==> src/rtl/ofifo_pkg.sv <==
package ofifo_pkg;
   // index width for a given number of locations, never below one bit
   function automatic int idx_bits(input int n);
      return (n > 1) ? $clog2(n) : 1;
   endfunction

   // width needed to hold every value from 0 to n inclusive
   function automatic int cnt_bits(input int n);
      return $clog2(n + 1);
   endfunction

   function automatic bit is_pow2(input int n);
      return (n > 0) && ((n & (n - 1)) == 0);
   endfunction
endpackage

==> src/rtl/ofifo_ptr.sv <==
module ofifo_ptr #(
   parameter int DEPTH = 6,
   parameter int PW    = 3
) (
   input  logic          clk,
   input  logic          rst,
   input  logic          adv,
   output logic [PW-1:0] ptr
);
   import ofifo_pkg::*;

   localparam logic [PW-1:0] LAST = PW'(DEPTH - 1);

   logic [PW-1:0] nxt;

   generate
      if (is_pow2(DEPTH) && (DEPTH > 1)) begin : g_natural
         // a power-of-two depth wraps by plain overflow
         always_comb nxt = ptr + PW'(1);
      end else begin : g_compare
         always_comb nxt = (ptr == LAST) ? '0 : ptr + PW'(1);
      end
   endgenerate

   always_ff @(posedge clk) begin
      if (rst)
         ptr <= '0;
      else if (adv)
         ptr <= nxt;
   end
endmodule

==> src/rtl/ofifo_occ.sv <==
module ofifo_occ #(
   parameter int DEPTH = 6,
   parameter int CW    = 3
) (
   input  logic          clk,
   input  logic          rst,
   input  logic          inc,
   input  logic          dec,
   output logic [CW-1:0] count,
   output logic          full,
   output logic          empty
);
   localparam logic [CW-1:0] TOP = CW'(DEPTH);

   always_ff @(posedge clk) begin
      if (rst)
         count <= '0;
      else begin
         case ({inc, dec})
            2'b10:   count <= count + CW'(1);
            2'b01:   count <= count - CW'(1);
            default: count <= count;
         endcase
      end
   end

   always_comb begin
      full  = (count == TOP);
      empty = (count == '0);
   end
endmodule

==> src/rtl/ofifo_store.sv <==
module ofifo_store #(
   parameter int WIDTH = 8,
   parameter int DEPTH = 6,
   parameter int PW    = 3
) (
   input  logic             clk,
   input  logic             we,
   input  logic [PW-1:0]    waddr,
   input  logic [WIDTH-1:0] wdata,
   input  logic [PW-1:0]    raddr,
   output logic [WIDTH-1:0] rdata
);
   logic [WIDTH-1:0] cells [DEPTH];

   // storage holds no reset: every cell is written before it can be read
   always_ff @(posedge clk) begin
      if (we)
         cells[waddr] <= wdata;
   end

   always_comb rdata = cells[raddr];
endmodule

==> src/rtl/occupancy_fifo.sv <==
module occupancy_fifo #(
   parameter int WIDTH = 8,
   parameter int DEPTH = 6
) (
   input  logic             clk,
   input  logic             rst,
   input  logic [WIDTH-1:0] wr_data,
   input  logic             wr_en,
   output logic             full,
   output logic             wr_ok,
   output logic [WIDTH-1:0] rd_data,
   input  logic             rd_en,
   output logic             empty
);
   import ofifo_pkg::*;

   localparam int PW = idx_bits(DEPTH);
   localparam int CW = cnt_bits(DEPTH);

   generate
      if (WIDTH < 1) begin : g_bad_width
         $error("occupancy_fifo: WIDTH must be at least 1");
      end
      if (DEPTH < 2) begin : g_bad_depth
         $error("occupancy_fifo: DEPTH must be at least 2");
      end
   endgenerate

   logic          take_wr;
   logic          take_rd;
   logic [PW-1:0] wp;
   logic [PW-1:0] rp;
   logic [CW-1:0] occ_count;

   // a full buffer still takes a write when a read frees a slot at the same edge
   always_comb begin
      take_rd = rd_en & ~empty;
      take_wr = wr_en & (~full | rd_en);
      wr_ok   = take_wr;
   end

   ofifo_ptr #(.DEPTH(DEPTH), .PW(PW)) u_wptr (
      .clk (clk),
      .rst (rst),
      .adv (take_wr),
      .ptr (wp)
   );

   ofifo_ptr #(.DEPTH(DEPTH), .PW(PW)) u_rptr (
      .clk (clk),
      .rst (rst),
      .adv (take_rd),
      .ptr (rp)
   );

   ofifo_occ #(.DEPTH(DEPTH), .CW(CW)) u_occ (
      .clk   (clk),
      .rst   (rst),
      .inc   (take_wr),
      .dec   (take_rd),
      .count (occ_count),
      .full  (full),
      .empty (empty)
   );

   ofifo_store #(.WIDTH(WIDTH), .DEPTH(DEPTH), .PW(PW)) u_mem (
      .clk   (clk),
      .we    (take_wr),
      .waddr (wp),
      .wdata (wr_data),
      .raddr (rp),
      .rdata (rd_data)
   );
endmodule

==> config.mk <==
export PLATFORM = sky130hd
export DESIGN_NAME = occupancy_fifo
export DESIGN_NICKNAME = d
export VERILOG_FILES = /design/src/rtl/ofifo_pkg.sv /design/src/rtl/ofifo_ptr.sv /design/src/rtl/ofifo_occ.sv /design/src/rtl/ofifo_store.sv /design/src/rtl/occupancy_fifo.sv
export SDC_FILE = /design/constraint.sdc
export NUM_CORES = 1
export LEC_CHECK = 0
export ABC_AREA = 0
export BUFFER_PORTS_ARGS = -buffer_cell sky130_fd_sc_hd__buf_4
export CAP_MARGIN = 40
export CORE_ASPECT_RATIO = 1.4
export CORE_MARGIN = 8
export CORE_UTILIZATION = 25
export DETAILED_ROUTE_END_ITERATION = 8
export PLACE_DENSITY_LB_ADDON = 0.25
export SYNTH_ARGS = -nofsm -noshare
export SYNTH_HDL_FRONTEND = slang
export SYNTH_SLANG_ARGS = --single-unit
==> constraint.sdc <==
create_clock -name clk -period 2.8 [get_ports clk]
set_clock_uncertainty 0.1 [all_clocks]
set_input_delay 0.28 -clock clk [delete_from_list [all_inputs] [get_ports clk]]
set_output_delay 0.28 -clock clk [all_outputs]
set_load 0.02 [all_outputs]
==> results.ini <==
[outcome]
status=finished clean

[setup_path]
arrival_ns=1.91
crit_chain=buf_4, mux2_2, mux4_2, buf_4
worst_r2r_path_depth=8
path_class=reg -> out
reg2reg_slack_ns=0.54
worstPathRequired_ns=2.42
crit_path_start_kind=flip-flop
cpPeakStageDelay_ns=0.46
cp_max_fo=16
cp-end-kind=output pin
critPathMostFrequentCell=buf_4
crit_slowest_cell=mux4_2

[detailed_routing]
dr.pass1.iters=4
drt_iter0_markers=31
vias_per_cell=4.31
drc_errors=0
dr_wl_met2_mm=2.24
wl_mm=4.48
ant_nets=0
top_layer=met4
vias=1227
wl_met3_um=235
avgRoutedWirePerCell_um=15.7
wl_met1_mm=1.92

[place]
globalplace.congestion=0.673
dp_hpwl_mm=2.89
post-place-ws_ns=0.517
portBuffers=22

[power]
internal_power_mw=1.92
vdd.ir_drop.worst_mv=0.406
p_switching_mw=0.661
powerDensity_nw_per_um2=859
clkPwrFrac=0.389
swShare=0.256
power_frac_comb=0.184
power.leakage_nw=1.05
p_seq_frac=0.427

[logic_synthesis]
synth_common_cells=edfxtp_1 (48), dfxtp_1 (12), mux4_2 (8), inv_1 (7)
synth_seq_cells=60
yosysUniqueCellTypes=35
ys_warn_count=0
synth_edf_count=48
syn_area_um2=2410
synth_top_area_share=0.598
synth_largest_area_cell=edfxtp_1
syn_area_per_cell_um2=17.5
synthArstFlopShare=0
ys.flop_type=edfxtp_1
synthTopCellsByArea=edfxtp_1 (60%), dfxtp_1 (10%), mux4_2 (7.5%)
synth_nets=152
syn_inst=138
ys_seq_area_frac=0.697
yosys.cell_count.top_type=edfxtp_1

[timing]
setup_viol_count_final=0
tightest_slew_ns=0.761
min_period_ns=2.29
period_share=0.819
slew_viol_final=0
max_freq_mhz=436
final.setup.tns_ns=0
slew-limit-headroom=0.486
finalHoldViolations=0
setup_ws_ns=0.508
rsz0062_at_grt=no

[die]
die_area_um2=13100
die_h_um=132
ios=23
die_w_um=99.0
fp.coreArea_um2=9410
initial_core_util=0.256
rows=42

[global_routing]
antenna_found_initial=0
grt-ovfl-total=0
grt_first_pass_wirelength_mm=7.00
grt_usage=0.0722
grt_max_degree=17
grt_pass1_vias=1309

[clock_tree]
cts.reportedPaths.clkPinSlew_ns=0.05
cts-resized-gates=0
cts_tree=done
root_buffer=clkbuf_16
postCtsSetupBuffers=0
cts_buffers=9
worstSkewPairLatency_ns=0.32
cts.sinks=60
hold_buffers=0
clockBufferDepth=2
cts_htree_levels=3

[final_layout]
n_antenna_cell=0
fin_util=0.319
area_growth_pct=24.4
final_layout_size_suffix_gt1_frac=0.366
finalNetCount=184

[job]
maxCapViolCount=0

[min_path]
hold-path-cell-count=1
hold_class=in -> reg

## sequential cells by signal, indices dropped and copies added, names as in the netlist, named ones only
name / flops
u_mem.cells: 48
u_wptr.ptr: 3
u_rptr.ptr: 3
u_occ.count: 3
## final timing paths
check	end	startpoint
max	rd_data[0]	flip-flop
min	u_mem.cells[3][2]	wr_data[2]
max reg2reg	u_occ.count[2]	u_occ.count[0]
min reg2reg	u_rptr.ptr[2]	u_rptr.ptr[2]
## logic make-up (layout without fill, tap and decap cells)
| kind of cell | count (synthesis) | after routing | synth area share |
|---|---|---|---|
| AOI/OAI and AO/OA | 12 | 12 | 0.0275 |
| DFF | 60 | 60 | 0.697 |
| xor gates and xnor gates | 3 | 3 | 0.0109 |
| buffers and inverters | 12 | 49 | 0.0290 |
| muxes | 24 | 24 | 0.159 |
| adders and majority gates | 2 | 2 | 0.0135 |
| and+or+nand+nor | 25 | 25 | 0.0633 |
## critical path: cells and delay by family (launching register included)
family | cells | cell delay, ns
mux | 2 | 0.84
buf+inv | 2 | 0.44
flops | 1 | 0.30
## power by group through the flow
stage	registers (mW)	logic (mW)	clock network [mW]
2_1_floorplan	1.07	0.366	0
3_3_place_gp	1.12	0.484	0
3_5_place_dp	1.12	0.483	0
4_1_cts	1.10	0.485	1.02
5_1_grt	1.12	0.511	1.06
6_report	1.10	0.474	1.00
## layout by cell type (no fill, tap or decap), drive strengths merged, types with 2 or more instances in the layout
cell type	Yosys	final
a21oi	6	6
mux4	8	8
dfxtp	12	12
edfxtp	48	48
nand2	4	4
mux2	16	16
buf	3	26
inv	7	7
or3	2	2
o21ai	4	4
nor2	5	5
xor2	3	3
nor4b	2	2
clkbuf	2	12
clkinv	0	4
## stage by stage
| step | total power, mW | cells | area [um^2] | hold slack [ns] |
|---|---|---|---|---|
| CTS | 2.61 | 285 | 3000 | 0.0703 |
| detailed placement | 1.60 | 269 | 2720 | 0.373 |
| finish | 2.58 | 285 | 3000 | 0.0784 |
| global route | 2.69 | 285 | 3000 | 0.0750 |
| global placement | 1.60 | 269 | 2720 | 0.371 |
| floorplan | 1.44 | 138 | 2410 | 0.279 |
## cell type report
cell class	instances	area, um^2
Clock buffer	12	256
Clock inverter	4	23.8
Fill cell	911	6410
Inverter	7	26.3
Multi-Input combinational cell	66	679
Sequential cell	60	1680
Tap cell	110	138
Timing Repair Buffer	26	195
## metal layers
metal	global-route usage	vias up
li1	-	598
met1	0.0801	597
met2	0.116	25
met3	0.0344	7
met4	0.0283	0
met5	0	-
Note: power is estimated with default switching activity, not from simulation.
